[src/rtl/qdec_pkg.sv]
package qdec_pkg;
    localparam int CNT_W  = 16;
    localparam int ADDR_W = 8;
    localparam int DATA_W = 32;
    localparam int PS_W   = 3;
    localparam int ACC_W  = (1 << PS_W) - 1;

    localparam logic [ADDR_W-1:0] A_COUNT = 8'h00;
    localparam logic [ADDR_W-1:0] A_START = 8'h04;
    localparam logic [ADDR_W-1:0] A_LIMIT = 8'h08;
    localparam logic [ADDR_W-1:0] A_DIV   = 8'h0C;
    localparam logic [ADDR_W-1:0] A_MODE  = 8'h10;
    localparam logic [ADDR_W-1:0] A_QCTL  = 8'h14;
    localparam logic [ADDR_W-1:0] A_STAT  = 8'h18;

    localparam int MODE_MEN_BIT   = 0;
    localparam int MODE_UNLCK_BIT = 2;

    typedef enum logic [1:0] {
        STEP_NONE = 2'd0,
        STEP_UP   = 2'd1,
        STEP_BAD  = 2'd2,
        STEP_DN   = 2'd3
    } step_e;

    typedef struct packed {
        logic [CNT_W-1:0] start_val;
        logic [CNT_W-1:0] limit_val;
        logic [PS_W-1:0]  div_sel;
        logic             men;
        logic             qen;
        logic             lock;
    } qdec_cfg_t;

    // Position of a phase pair {A,B} on the Gray cycle 00,01,11,10
    function automatic logic [1:0] gray_pos(input logic [1:0] ab);
        return {ab[1], ab[1] ^ ab[0]};
    endfunction

    function automatic step_e classify(input logic [1:0] old_ab, input logic [1:0] new_ab);
        logic [1:0] d;
        d = gray_pos(new_ab) - gray_pos(old_ab);
        return step_e'(d);
    endfunction
endpackage

[src/rtl/qdec_sync.sv]
module qdec_sync #(
    parameter int WIDTH  = 2,
    parameter int STAGES = 2
) (
    input  logic             clk,
    input  logic             rst,
    input  logic [WIDTH-1:0] d_async,
    output logic [WIDTH-1:0] q_sync
);
    logic [WIDTH-1:0] chain [STAGES];

    always_ff @(posedge clk) begin
        if (rst) begin
            for (int i = 0; i < STAGES; i++) chain[i] <= '0;
        end else begin
            chain[0] <= d_async;
            for (int i = 1; i < STAGES; i++) chain[i] <= chain[i-1];
        end
    end

    assign q_sync = chain[STAGES-1];
endmodule

[src/rtl/qdec_decode.sv]
module qdec_decode
    import qdec_pkg::*;
(
    input  logic       clk,
    input  logic       rst,
    input  logic [1:0] ab_sync,
    input  logic       en,
    output logic       ev_up,
    output logic       ev_dn,
    output logic       ev_bad
);
    logic [1:0] prev_q;
    step_e      kind;

    always_ff @(posedge clk) begin
        if (rst) prev_q <= '0;
        else     prev_q <= ab_sync;
    end

    assign kind   = classify(prev_q, ab_sync);
    assign ev_up  = en && (kind == STEP_UP);
    assign ev_dn  = en && (kind == STEP_DN);
    assign ev_bad = en && (kind == STEP_BAD);

    // a single decode event never points both ways
    p_one_dir_r2: assert property (@(posedge clk) disable iff (rst)
        !(ev_up && ev_dn));

    // a double change never yields a count event
    p_bad_no_event_r10: assert property (@(posedge clk) disable iff (rst)
        (ab_sync == ~prev_q) |-> !(ev_up || ev_dn));
endmodule

[src/rtl/qdec_prescale.sv]
module qdec_prescale
    import qdec_pkg::*;
(
    input  logic            clk,
    input  logic            rst,
    input  logic [PS_W-1:0] div_sel,
    input  logic            clr,
    input  logic            in_up,
    input  logic            in_dn,
    output logic            out_up,
    output logic            out_dn
);
    logic [ACC_W-1:0] acc_q;
    logic [ACC_W-1:0] lim;
    logic             ev;
    logic             fire;

    assign lim  = ACC_W'((1 << div_sel) - 1);
    assign ev   = in_up || in_dn;
    assign fire = ev && (acc_q == lim) && !clr;

    always_ff @(posedge clk) begin
        if (rst || clr)  acc_q <= '0;
        else if (fire)   acc_q <= '0;
        else if (ev)     acc_q <= acc_q + 1'b1;
    end

    assign out_up = fire && in_up;
    assign out_dn = fire && in_dn;

    // a divider write empties the accumulator
    p_acc_clear_r5: assert property (@(posedge clk) disable iff (rst)
        clr |=> (acc_q == '0));

    // accumulator stays within the selected division
    p_acc_bound_r5: assert property (@(posedge clk) disable iff (rst)
        (acc_q <= lim) || $changed(div_sel));
endmodule

[src/rtl/qdec_counter.sv]
module qdec_counter
    import qdec_pkg::*;
(
    input  logic             clk,
    input  logic             rst,
    input  logic             inc,
    input  logic             dec,
    input  logic             reload,
    input  logic [CNT_W-1:0] start_val,
    input  logic [CNT_W-1:0] limit_val,
    output logic [CNT_W-1:0] cnt
);
    logic [CNT_W-1:0] cnt_q;

    always_ff @(posedge clk) begin
        if (rst)         cnt_q <= '0;
        else if (reload) cnt_q <= start_val;
        else if (inc)    cnt_q <= (cnt_q == limit_val) ? start_val : cnt_q + 1'b1;
        else if (dec)    cnt_q <= (cnt_q == start_val) ? limit_val : cnt_q - 1'b1;
    end

    assign cnt = cnt_q;

    p_reload_r3: assert property (@(posedge clk) disable iff (rst)
        reload |=> (cnt_q == $past(start_val)));

    p_wrap_up_r4: assert property (@(posedge clk) disable iff (rst)
        (inc && !reload && cnt_q == limit_val) |=> (cnt_q == $past(start_val)));

    p_wrap_dn_r4: assert property (@(posedge clk) disable iff (rst)
        (dec && !inc && !reload && cnt_q == start_val) |=> (cnt_q == $past(limit_val)));

    p_step_up_r2: assert property (@(posedge clk) disable iff (rst)
        (inc && !reload && cnt_q != limit_val) |=> (cnt_q == $past(cnt_q) + 1'b1));
endmodule

[src/rtl/qdec_regs.sv]
module qdec_regs
    import qdec_pkg::*;
(
    input  logic              clk,
    input  logic              rst,
    input  logic              wr,
    input  logic [ADDR_W-1:0] addr,
    input  logic [DATA_W-1:0] wdata,
    input  logic [CNT_W-1:0]  cnt,
    input  logic              bad_ev,
    output qdec_cfg_t         cfg,
    output logic              div_clr,
    output logic              cnt_reload,
    output logic [DATA_W-1:0] rdata
);
    qdec_cfg_t cfg_q;
    logic      err_q;
    logic      wr_open;
    logic      wr_window;
    logic      unused_wbits;

    assign unused_wbits = ^wdata[DATA_W-1:CNT_W];
    assign wr_open   = wr && !cfg_q.lock;
    assign wr_window = wr_open && cfg_q.men;

    always_ff @(posedge clk) begin
        if (rst) begin
            cfg_q.start_val <= '0;
            cfg_q.limit_val <= '1;
            cfg_q.div_sel   <= '0;
            cfg_q.men       <= 1'b0;
            cfg_q.qen       <= 1'b0;
            cfg_q.lock      <= 1'b0;
            err_q           <= 1'b0;
        end else begin
            if (bad_ev) err_q <= 1'b1;
            if (wr_window && addr == A_START) cfg_q.start_val <= wdata[CNT_W-1:0];
            if (wr_window && addr == A_LIMIT) cfg_q.limit_val <= wdata[CNT_W-1:0];
            if (wr_open && addr == A_DIV)     cfg_q.div_sel   <= wdata[PS_W-1:0];
            if (wr_open && addr == A_QCTL)    cfg_q.qen       <= wdata[0];
            if (wr && addr == A_MODE) begin
                if (cfg_q.lock) begin
                    if (wdata[MODE_UNLCK_BIT]) cfg_q.lock <= 1'b0;
                end else begin
                    cfg_q.men <= wdata[MODE_MEN_BIT];
                end
            end
            if (wr && addr == A_STAT && wdata[0]) cfg_q.lock <= 1'b1;
        end
    end

    assign cfg        = cfg_q;
    assign div_clr    = wr_open && addr == A_DIV;
    assign cnt_reload = wr && addr == A_COUNT;

    always_comb begin
        rdata = '0;
        case (addr)
            A_COUNT: rdata[CNT_W-1:0] = cnt;
            A_START: rdata[CNT_W-1:0] = cfg_q.start_val;
            A_LIMIT: rdata[CNT_W-1:0] = cfg_q.limit_val;
            A_DIV:   rdata[PS_W-1:0]  = cfg_q.div_sel;
            A_MODE:  rdata[MODE_MEN_BIT] = cfg_q.men;
            A_QCTL:  rdata[0] = cfg_q.qen;
            A_STAT:  rdata[1:0] = {err_q, cfg_q.lock};
            default: rdata = '0;
        endcase
    end

    p_lock_div_r7: assert property (@(posedge clk) disable iff (rst)
        (cfg_q.lock && wr && addr == A_DIV) |=> $stable(cfg_q.div_sel));

    p_lock_qen_r7: assert property (@(posedge clk) disable iff (rst)
        (cfg_q.lock && wr && addr == A_QCTL) |=> $stable(cfg_q.qen));

    p_unlock_keeps_men_r8: assert property (@(posedge clk) disable iff (rst)
        (cfg_q.lock && wr && addr == A_MODE) |=> $stable(cfg_q.men));

    p_men_gate_r9: assert property (@(posedge clk) disable iff (rst)
        (!cfg_q.men && wr && addr == A_LIMIT) |=> $stable(cfg_q.limit_val));

    p_err_sticky_r10: assert property (@(posedge clk) disable iff (rst)
        err_q |=> err_q);
endmodule

[src/rtl/quad_pos_counter.sv]
module quad_pos_counter
    import qdec_pkg::*;
#(
    parameter int SYNC_STAGES = 2
) (
    input  logic              clk,
    input  logic              rst,
    input  logic              bus_wr,
    input  logic [ADDR_W-1:0] bus_addr,
    input  logic [DATA_W-1:0] bus_wdata,
    output logic [DATA_W-1:0] bus_rdata,
    input  logic              enc_a,
    input  logic              enc_b
);
    qdec_cfg_t        cfg;
    logic [1:0]       ab_s;
    logic             ev_up, ev_dn, ev_bad;
    logic             cnt_up, cnt_dn;
    logic             div_clr, cnt_reload;
    logic [CNT_W-1:0] cnt;

    qdec_sync #(.WIDTH(2), .STAGES(SYNC_STAGES)) u_sync (
        .clk(clk), .rst(rst), .d_async({enc_a, enc_b}), .q_sync(ab_s)
    );

    qdec_decode u_dec (
        .clk(clk), .rst(rst), .ab_sync(ab_s), .en(cfg.qen),
        .ev_up(ev_up), .ev_dn(ev_dn), .ev_bad(ev_bad)
    );

    qdec_prescale u_div (
        .clk(clk), .rst(rst), .div_sel(cfg.div_sel), .clr(div_clr),
        .in_up(ev_up), .in_dn(ev_dn), .out_up(cnt_up), .out_dn(cnt_dn)
    );

    qdec_counter u_cnt (
        .clk(clk), .rst(rst), .inc(cnt_up), .dec(cnt_dn), .reload(cnt_reload),
        .start_val(cfg.start_val), .limit_val(cfg.limit_val), .cnt(cnt)
    );

    qdec_regs u_regs (
        .clk(clk), .rst(rst), .wr(bus_wr), .addr(bus_addr), .wdata(bus_wdata),
        .cnt(cnt), .bad_ev(ev_bad), .cfg(cfg), .div_clr(div_clr),
        .cnt_reload(cnt_reload), .rdata(bus_rdata)
    );

    // with decoding off only a reload may move the count
    p_qen_off_hold_r6: assert property (@(posedge clk) disable iff (rst)
        (!cfg.qen && !cnt_reload) |=> $stable(cnt));
endmodule

[config.mk]
export PLATFORM = sky130hd
export DESIGN_NAME = quad_pos_counter
export DESIGN_NICKNAME = d
export VERILOG_FILES = /design/src/rtl/qdec_pkg.sv /design/src/rtl/qdec_sync.sv /design/src/rtl/qdec_decode.sv /design/src/rtl/qdec_prescale.sv /design/src/rtl/qdec_counter.sv /design/src/rtl/qdec_regs.sv /design/src/rtl/quad_pos_counter.sv
export SDC_FILE = /design/constraint.sdc
export NUM_CORES = 1
export LEC_CHECK = 0
export BUFFER_PORTS_ARGS = -buffer_cell sky130_fd_sc_hd__buf_2
export CAP_MARGIN = 5
export CORE_MARGIN = 2
export CORE_UTILIZATION = 52
export CTS_CLUSTER_SIZE = 40
export DETAILED_ROUTE_END_ITERATION = 8
export GPL_TIMING_DRIVEN = 0
export PLACE_DENSITY = 0.84
export SETUP_SLACK_MARGIN = 0.02
export SYNTH_ARGS = -nofsm -noshare
export SYNTH_HDL_FRONTEND = slang
export SYNTH_SLANG_ARGS = --single-unit
[constraint.sdc]
create_clock -name clk -period 3.2 [get_ports clk]
set_input_delay 0.48 -clock clk [delete_from_list [all_inputs] [get_ports clk]]
set_output_delay 0.48 -clock clk [all_outputs]
set_load 0.01 [all_outputs]
### Word-level counts from Yosys, hierarchy flattened

Memory sizes are Yosys's and may differ from the RTL's.
Index checks and enable logic that the tools add are counted.

| word-level totals | value |
|---|---|
| register bits after elaboration | 64 |
| bits in writable memories | 4 |
| bits of input ports | 45 |
| memories | 1 |

Memories:

| name | words | bits a word | rd ports | clocked after memory_dff | write ports | line | source |
|---|---|---|---|---|---|---|---|
| u_sync.chain | 2 | 2 | 2 | 0 | 2 | qdec_sync.sv:10 | `logic [WIDTH-1:0] chain [STAGES];` |

| cells by class | value |
|---|---|
| add/subtract/negate cells | 5 |
| eq/ne operators | 12 |
| shifts and indexed selects | 1 |
| mux-type cells | 18 |
| bitwise operators | 5 |
| reductions and logical operators | 26 |

Operator list:

| cell | number |
|---|---|
| 16-bit 2-to-1 mux | 5 |
| 13-bit case mux with 3 select lines | 1 |
| 16-bit equality test | 2 |
| 8-bit by 5-bit equality test with 1-bit output, second input constant | 3 |
| 1-bit logical AND | 17 |
| 16-bit by 1-bit adder with 16-bit output, second input constant | 1 |
| 8-bit by 4-bit equality test with 1-bit output, second input constant | 2 |
| 16-bit by 1-bit subtractor with 16-bit output, second input constant | 1 |
| 8-bit by 3-bit equality test with 1-bit output, second input constant | 1 |
| 8-bit logical NOT | 1 |
| 7-bit by 1-bit adder with 7-bit output, second input constant | 1 |
| 7-bit equality test | 1 |
| 1-bit 2-to-1 mux | 7 |
| 1-bit case mux with 7 select lines | 1 |
| 1-bit by 3-bit << shifter with 7-bit output, first input constant | 1 |
| 7-bit by 2-bit subtractor with 7-bit output, second input constant | 1 |
| 1-bit case mux with 5 select lines | 1 |
| 2-bit equality test, second input constant | 2 |
| 2-bit 2-to-1 mux | 2 |
| 1-bit case mux with 4 select lines | 1 |
| 3-bit nonzero test | 1 |
| 2-bit by 1-bit equality test with 1-bit output, second input constant | 1 |
| 1-bit logical NOT | 2 |
| 1-bit logical OR | 2 |
| other kinds (7) | 9 |

### Longest topological paths before layout

Gate-level depths: netlist of the first run.
An unclocked memory read counts as a cell.

| logic depth | value |
|---|---|
| depth in word-level cells | 12 |
| gate-level depth with buffers | 13 |
| depth with buffers taken out | 10 |

### Cells and area by module

Synthesis of the first run repeated with hierarchy kept, for this count alone.

| second synthesis, totals | value |
|---|---|
| cell total of the unflattened synthesis | 604 |
| area total of the unflattened synthesis | 4,901.0 um^2 |

Modules (own cells, without submodules):

| module | instances | cells each | area an instance (um^2) | seq. area each (um^2) |
|---|---|---|---|---|
| qdec_counter | 1 | 289 | 2,158.3 | 320.3 |
| qdec_regs | 1 | 237 | 2,043.2 | 780.7 |
| qdec_prescale | 1 | 56 | 445.4 | 140.1 |
| qdec_decode | 1 | 12 | 133.9 | 40.0 |
| qdec_sync | 1 | 10 | 120.1 | 80.1 |

### Least setup slack after synthesis of the first run

No wires, ideal clock.

| path | value |
|---|---|
| path kind | flip-flop to flip-flop |
| from | register u_regs.cfg[3] (netlist name) |
| to | register u_cnt.cnt_q[10], in the netlist u_cnt.cnt[10] |
| data arrival time | 2,989 ps |
| data required time | 3,126 ps |
| setup slack | 136 ps |
| cell stages (with the launch flop) | 13 |
| path buffers | 4 |
| cell sequence | dfxtp_1 clkbuf_1 or3_1 ha_1 buf_4 xnor2_1 nor4_1 a211oi_1 or4_4 or4_1 buf_2 buf_6 o22ai_2 |

| between the ends | value |
|---|---|
| cells in the longest elaborated chain, start to end | 8 |
| elaborated cells on any way between the ends | 10 |

RTL lines:

| what | line | source |
|---|---|---|
| 1-bit by 3-bit << shifter with 7-bit output * | qdec_prescale.sv:18 | `assign lim = ACC_W'((1 << div_sel) - 1);` |
| 7-bit by 2-bit subtractor with 7-bit output * | qdec_prescale.sv:18 |  |
| 7-bit equality test * | qdec_prescale.sv:20 | `assign fire = ev && (acc_q == lim) && !clr;` |
| 1-bit logical AND * (2 in a row) | qdec_prescale.sv:20 |  |
| 1-bit logical AND | qdec_prescale.sv:28 | `assign out_up = fire && in_up;` |
| 16-bit 2-to-1 mux | qdec_counter.sv:18 | `else if (inc) cnt_q <= (cnt_q == limit_val) ? start_val : cnt_q + 1'b1;` |
| 16-bit 2-to-1 mux | qdec_counter.sv:17 | `else if (reload) cnt_q <= start_val;` |
| to (signal assigned) | qdec_counter.sv:17 |  |
| to (signal assigned) | qdec_counter.sv:18 |  |
| to (signal assigned) | qdec_counter.sv:19 | `else if (dec) cnt_q <= (cnt_q == start_val) ? limit_val : cnt_q - 1'b1;` |
| to (decl) | qdec_counter.sv:13 | `logic [CNT_W-1:0] cnt_q;` |

Every way passes the cells marked *; elsewhere a longest branch is shown, timed or not.
A chain may end at the register's enable or synchronous reset.

### Worst setup path in the final report of the first run

| path | value |
|---|---|
| from | register u_regs.cfg[5] (netlist name) |
| to | register u_cnt.cnt_q[15], in the netlist u_cnt.cnt[15] |

| between the ends | value |
|---|---|
| cells in the longest elaborated chain, start to end | 8 |
| elaborated cells on any way between the ends | 10 |

RTL lines:

| what | line |
|---|---|
| 1-bit by 3-bit << shifter with 7-bit output * | qdec_prescale.sv:18 |
| 7-bit by 2-bit subtractor with 7-bit output * | qdec_prescale.sv:18 |
| 7-bit equality test * | qdec_prescale.sv:20 |
| 1-bit logical AND * (2 in a row) | qdec_prescale.sv:20 |
| 1-bit logical AND | qdec_prescale.sv:28 |
| 16-bit 2-to-1 mux | qdec_counter.sv:18 |
| 16-bit 2-to-1 mux | qdec_counter.sv:17 |

Marks and branches as above.

==> impl_metrics.env, run 1 <==
export IMPL_status="completed"
export IMPL_clockBufferDepth=2
export IMPL_drv_cap=0
export IMPL_cp_start_kind="register"
export IMPL_core_mm2=0.009153
export IMPL_cp_common_cell="buf_6"
export IMPL_synth_distinct_cells=56
export IMPL_synthTopCellsByCount="117 x nand2_1, 68 x dfxtp_1, 52 x xor2_1, 43 x clkbuf_1, 43 x nor2_1"
export IMPL_power_leakage_nw=2.454
export IMPL_drive_gt1_frac=0.1695
export IMPL_syn_area_per_cell_um2=7.684
export IMPL_io_buffers=42
export IMPL_grt_use_total=0.2872
export IMPL_start_util=0.5289
export IMPL_final_min_clock_period_ns=3.082
export IMPL_cts_tree="built"
export IMPL_cpPeakStageDelay_ns=0.58
export IMPL_cpMaxStageDelayCell="or4_4"
export IMPL_final_nets=759
export IMPL_antenna_found_initial=0
export IMPL_rsz0062_at_grt="false"
export IMPL_antenna_left=0
export IMPL_yosysTopAreaCellShare=0.2812
export IMPL_ys_seq_elements=68
export IMPL_finalWirelength_um=14600
export IMPL_rows=35
export IMPL_fmax_ghz=0.3245
export IMPL_ys_top_cells_by_area="dfxtp_1 28%, xor2_1 9.4%, nand2_1 9.1%, mux2i_1 7.2%, xnor2_1 3.8%"
export IMPL_yosysMostFrequentCell="nand2_1"
export IMPL_cp_required_ns=3.49
export IMPL_dieArea_mm2=0.01010
export IMPL_utilization=0.6204
export IMPL_drtPass1Iterations=7
export IMPL_peakVddDrop_mv=0.3387
export IMPL_io_pin_count=77
export IMPL_clock_sinks=68
export IMPL_die_w_um=100.5
export IMPL_async_flop_share=0
export IMPL_root_buffer="clkbuf_8"
export IMPL_synthesis_area_mm2=0.004841
export IMPL_tightest_slew_ns=0.7582
export IMPL_clk_latency_ns=0.35
export IMPL_drt_initial_drc_count=521
export IMPL_slew_viol_final=0
export IMPL_place_gp_congestion=0.9848
export IMPL_synth_edf_count=0
export IMPL_synthCells=630
export IMPL_die_h_um=100.5
export IMPL_timing_slew_headroom=0.4946
export IMPL_gr_total_overflow=0
export IMPL_cts_htree_levels=3
export IMPL_crit_chain="buf_6 -> or3_1 -> ha_2 -> buf_6 -> xnor2_4 -> o211a_1 -> a211oi_1 -> or4_4 -> or4_4 -> buf_6 -> buf_12 -> o22ai_2"
export IMPL_power_density_mw_per_mm2=334.5
export IMPL_grt_first_pass_wirelength_um=23120
export IMPL_finalSetupViolCount=0
export IMPL_num_antenna_cells=0
export IMPL_vias=4993
export IMPL_routed_via_density=6.052
export IMPL_cts_made_buffers=9
export IMPL_setup_worst_path_class="register to register"
export IMPL_fillCellCount=806
export IMPL_cp_max_fo=10
export IMPL_area_growth_pct=17.29
export IMPL_yosysSeqAreaShare=0.2812
export IMPL_crit_arrival_ns=3.37
export IMPL_yosysTopAreaCell="dfxtp_1"
export IMPL_wire_per_inst_um=17.70
export IMPL_timing_final_crit_share=0.9631
export IMPL_grt_pass1_vias=4712
export IMPL_hp_class="input pin to register"
export IMPL_synth_flop_cell="dfxtp_1"
export IMPL_finClkSkew_ns=0.01583
export IMPL_hold_violations=0
export IMPL_grt_max_degree=13
export IMPL_placedCellCount=798
export IMPL_stdcell_count=825
export IMPL_cts_clk_slew_worst_paths_ns=0.09
export IMPL_yosysWarnings=0
export IMPL_end_kind="register"
export IMPL_drc=0
export IMPL_dpl_hpwl_um=10600
[final timing paths]
path,slack (ns),cells after the start,to,from
setup / recovery,0.12,12,u_cnt.cnt[15],u_regs.cfg[5]
hold / removal,0.35,2,u_sync.chain[0][0],enc_b
setup reg to reg,0.12,12,u_cnt.cnt[15],u_regs.cfg[5]
hold reg to reg,0.45,1,u_sync.chain[0][2],u_sync.chain[0][0]
[power breakdown]
| part | switching [mW] | leakage (nW) | internal [mW] |
|---|---|---|---|
| logic | 0.0893 | 1.78 | 0.0614 |
| registers | 0.00169 | 0.551 | 0.847 |
| clock network | 0.361 | 0.122 | 0.539 |
[placed cells by master (no fill, tap or decap), types with 7 or more instances in the layout]
master	instances
nand3b_1	16
nand3_1	12
nor3_1	11
conb_1	16
clkbuf_1	42
a21oi_1	35
xnor2_1	20
a211oi_1	7
o22ai_2	9
buf_4	30
nand2_1	117
a2bb2oi_1	13
o21ai_0	23
buf_2	44
mux2i_1	35
nor2b_1	9
clkbuf_8	10
nor4_1	15
xor2_1	52
dfxtp_1	65
nor2_1	43
[metrics by stage]
stage | setup TNS, ns | power (mW) | cell area [um^2] | hold slack [ns] | setup slack (ns)
5_1_grt | 0 | 1.949 | 5678 | 0.3447 | 0.04246
3_5_place_dp | -4.230 | 1.015 | 5246 | 0.4334 | -0.3169
2_1_floorplan | 0 | 0.9677 | 4897 | 0.4138 | 0.1363
4_1_cts | 0 | 1.892 | 5530 | 0.3459 | 0.1163
3_3_place_gp | -2.299 | 1.011 | 5246 | 0.4291 | -0.2012
6_report | 0 | 1.899 | 5678 | 0.3478 | 0.1181
[state kept, by name (all words and copies together) (netlist names)]
name / cells
u_regs.err_q: 1
u_div.acc_q: 7
u_regs.cfg: 38
u_cnt.cnt: 16
u_sync.chain: 4
u_dec.prev_q: 2
[cells by family (layout without fill, tap and decap cells)]
family                     count (synthesis)  in the layout  share of synthesized area
and+or+nand+nor                          260            260                     0.2642
AOI/OAI and AO/OA                        110            110                     0.1553
buffers and inverters                     75            144                    0.07417
xor gates and xnor gates                  73             73                     0.1321
DFF                                       68             68                     0.2812
muxes                                     38             38                    0.07935
adders and majority gates                  5              5                    0.01292
other                                      1             16                  0.0007747
[per-layer routing]
| layer | vias to the layer above | part of all wire | track usage | wire length (um) |
|---|---|---|---|---|
| met5 | - | 0 | 0 | 0 |
| met4 | 0 | 0.027 | 0.1075 | 392 |
| met1 | 2343 | 0.42 | 0.3851 | 6069 |
| met2 | 285 | 0.46 | 0.4574 | 6765 |
| met3 | 44 | 0.094 | 0.05825 | 1375 |
| li1 | 2321 | - | - | - |
[area by class of cell]
| cell class | instances | area (um^2) | area share |
|---|---|---|---|
| well taps | 111 | 138.9 | 0.02446 |
| plain buffers | 68 | 360.3 | 0.06346 |
| flip-flops and latches | 68 | 1370 | 0.2413 |
| repair buffers | 55 | 307.8 | 0.05421 |
| multi-input cells | 502 | 3233 | 0.5694 |
| clock inverters | 6 | 111.4 | 0.01961 |
| clock buffers | 10 | 137.6 | 0.02424 |
| inverters | 5 | 18.77 | 0.003305 |
[critical path, delay by kind of cell (launching register included)]
family | cells | cell delay, ns
simple gates | 3 | 1.44
buf+inv | 4 | 0.54
flops | 1 | 0.34
compound gates | 3 | 0.32
fa+ha+maj | 1 | 0.19
xor+xnor | 1 | 0.18
[timing repair]
action	CTS	global route
hold endpoints to repair	0	0
resized for setup	10	19
pin swaps	2	6
setup endpoints to repair	22	15
buffers inserted	0	13
hold buffers	0	0
(Power assumes the default switching activity.)
==> run 2, diff against run 1 <==
- clock period: 3.2 -> 2.64 ns (I/O delays scaled with it)
==> impl_metrics.env, run 2 (synthesis results as in run 1) <==
export IMPL_clock_sinks=68
export IMPL_core_mm2=0.009153
export IMPL_crit_chain="buf_6 -> or3_4 -> ha_4 -> xor2_1 -> nand2_1 -> or4_4 -> buf_6 -> nor2_4 -> buf_6 -> a2bb2oi_1 -> o22ai_2"
export IMPL_clk_latency_ns=0.37
export IMPL_hp_class="input pin to register"
export IMPL_die_h_um=100.5
export IMPL_tightest_slew_ns=0.7682
export IMPL_grt_pass1_vias=4767
export IMPL_cpPeakStageDelay_ns=0.56
export IMPL_r2r_end="u_cnt.cnt[14]"
export IMPL_placedCellCount=798
export IMPL_gr_total_overflow=0
export IMPL_finalWirelength_um=15410
export IMPL_fillCellCount=765
export IMPL_peakVddDrop_mv=0.3604
export IMPL_use_met3=0.04438
export IMPL_final_min_clock_period_ns=2.869
export IMPL_cp_start_kind="register"
export IMPL_cp_max_fo=10
export IMPL_hold_end="u_sync.chain[0][0]"
export IMPL_power_leakage_nw=2.482
export IMPL_drt_initial_drc_count=489
export IMPL_io_buffers=42
export IMPL_crit_buf_inv=3
export IMPL_finalPower_mw=2.132
export IMPL_drtPass1Iterations=6
export IMPL_final_cell_mix="117 x nand2_1, 65 x dfxtp_1, 52 x xor2_1"
export IMPL_area_growth_pct=20.13
export IMPL_clockBufferDepth=2
export IMPL_timing_final_crit_share=1.087
export IMPL_worst_r2r_cell_count=11
export IMPL_drv_cap=0
export IMPL_met1_usage=0.4043
export IMPL_grt_first_pass_wirelength_um=24110
export IMPL_num_antenna_cells=0
export IMPL_utilization=0.6354
export IMPL_cp_common_cell="buf_6"
export IMPL_largest_reg_flops=38
export IMPL_reg2reg_slack_ns=-0.23
export IMPL_mostFrequentLayoutCell="nand2_1"
export IMPL_setup_tns_final_ns=-3.058
export IMPL_rows=35
export IMPL_dpl_hpwl_um=10840
export IMPL_dieArea_mm2=0.01010
export IMPL_wire_per_inst_um=18.63
export IMPL_finalSetupViolCount=23
export IMPL_drive_gt1_frac=0.2081
export IMPL_antenna_found_initial=0
export IMPL_start_util=0.5289
export IMPL_grt_use_total=0.3067
export IMPL_status="finished with violations"
export IMPL_antenna_left=0
export IMPL_io_pin_count=77
export IMPL_power_density_mw_per_mm2=366.6
export IMPL_finClkSkew_ns=0.01480
export IMPL_grt_most_used_layer="met2"
export IMPL_root_buffer="clkbuf_8"
export IMPL_cts_made_buffers=9
export IMPL_slew_viol_final=0
export IMPL_stdcell_count=827
export IMPL_place_gp_congestion=1.009
export IMPL_grt_max_degree=14
export IMPL_vias=5062
export IMPL_final_nets=761
export IMPL_fmax_ghz=0.3485
export IMPL_hold_depth=2
export IMPL_setup_ws_ns=-0.2291
export IMPL_met2_usage=0.4910
export IMPL_cp_required_ns=2.88
export IMPL_cts_tree="built"
export IMPL_timing_slew_headroom=0.4878
export IMPL_hold_violations=0
export IMPL_setup_worst_path_class="register to register"
export IMPL_die_w_um=100.5
export IMPL_end_kind="register"
export IMPL_r2r_start="u_regs.cfg[5]"
export IMPL_cp_top_family="simple AND/OR/NAND/NOR gates"
export IMPL_rsz0062_at_grt="true"
export IMPL_violations="setup timing"
export IMPL_crit_arrival_ns=3.11
export IMPL_routed_via_density=6.121
export IMPL_cts_clk_slew_worst_paths_ns=0.09
export IMPL_cts_htree_levels=3
export IMPL_worstHoldStart="enc_b"
export IMPL_cpMaxStageDelayCell="or4_4"
export IMPL_drc=0
export IMPL_place_area_mm2=0.005288
export IMPL_fin_area_mm2=0.005816
## run 2: cell count changes in the layout (fill, tap and decap cells not counted), sizes merged
cell,before,now
clkinv,3,2
clkinvlp,1,3
buf,81,85
clkbuf,52,49
inv,4,6
bufinv,3,1
## run 2: worst register-to-register path, stage by stage, from the launching register on
cell and delay (ns):
dfxtp_2 0.34, buf_6 0.14, or3_4 0.34, ha_4 0.27, xor2_1 0.16, nand2_1 0.07, or4_4 0.56, buf_6 0.14
nor2_4 0.22, buf_6 0.18, a2bb2oi_1 0.24, o22ai_2 0.10
## run 2: metal layers
layer	up-vias	wire [um]
li1	2325	-
met3	56	1344
met1	2378	6313
met2	303	7153
met5	-	0
met4	0	595
## run 2: cell type report
type	count	area [um^2]	share of cell area
flip-flops and latches	68	1365	0.2347
plain buffers	65	351.6	0.06046
clock inverters	7	75.07	0.01291
inverters	5	18.77	0.003227
multi-input cells	502	3358	0.5775
clock buffers	9	123.9	0.02130
well taps	111	138.9	0.02388
repair buffers	60	384.1	0.06605
## run 2: metrics by stage
step           hold WS, ns  setup WS (ns)
6_report            0.2435        -0.2291
5_1_grt             0.2576        -0.3305
4_1_cts             0.2441        -0.1523
3_5_place_dp        0.4353        -0.5829
3_3_place_gp        0.4278        -0.4384
2_1_floorplan       0.4138        -0.1476
## run 2: what timing repair did
| item | CTS | global route |
|---|---|---|
| gates resized for setup | 35 | 15 |
| gates cloned | 2 | 0 |
| endpoints found under the setup margin | 34 | 34 |
| hold buffers | 0 | 0 |
| pin swaps | 5 | 1 |
| buffers inserted | 14 | 2 |
## run 2: worst max path at each step
stage                   from            end  slack, ns  cells after the start
4_1_cts        u_regs.cfg[4]  u_cnt.cnt[13]      -0.15                      9
2_1_floorplan  u_regs.cfg[3]  u_cnt.cnt[10]      -0.15                     12
3_3_place_gp   u_regs.cfg[5]  u_cnt.cnt[13]      -0.44                     12
3_5_place_dp   u_regs.cfg[5]   u_cnt.cnt[7]      -0.58                     12
5_1_grt        u_regs.cfg[4]  u_cnt.cnt[14]      -0.33                     11
6_report       u_regs.cfg[5]  u_cnt.cnt[14]      -0.23                     11
## run 2: report_power, final
group	total (mW)	switching (mW)	internal, mW
Combinational	0.190	0.113	0.0769
Sequential	1.03	0.00235	1.03
Clock	0.911	0.470	0.441
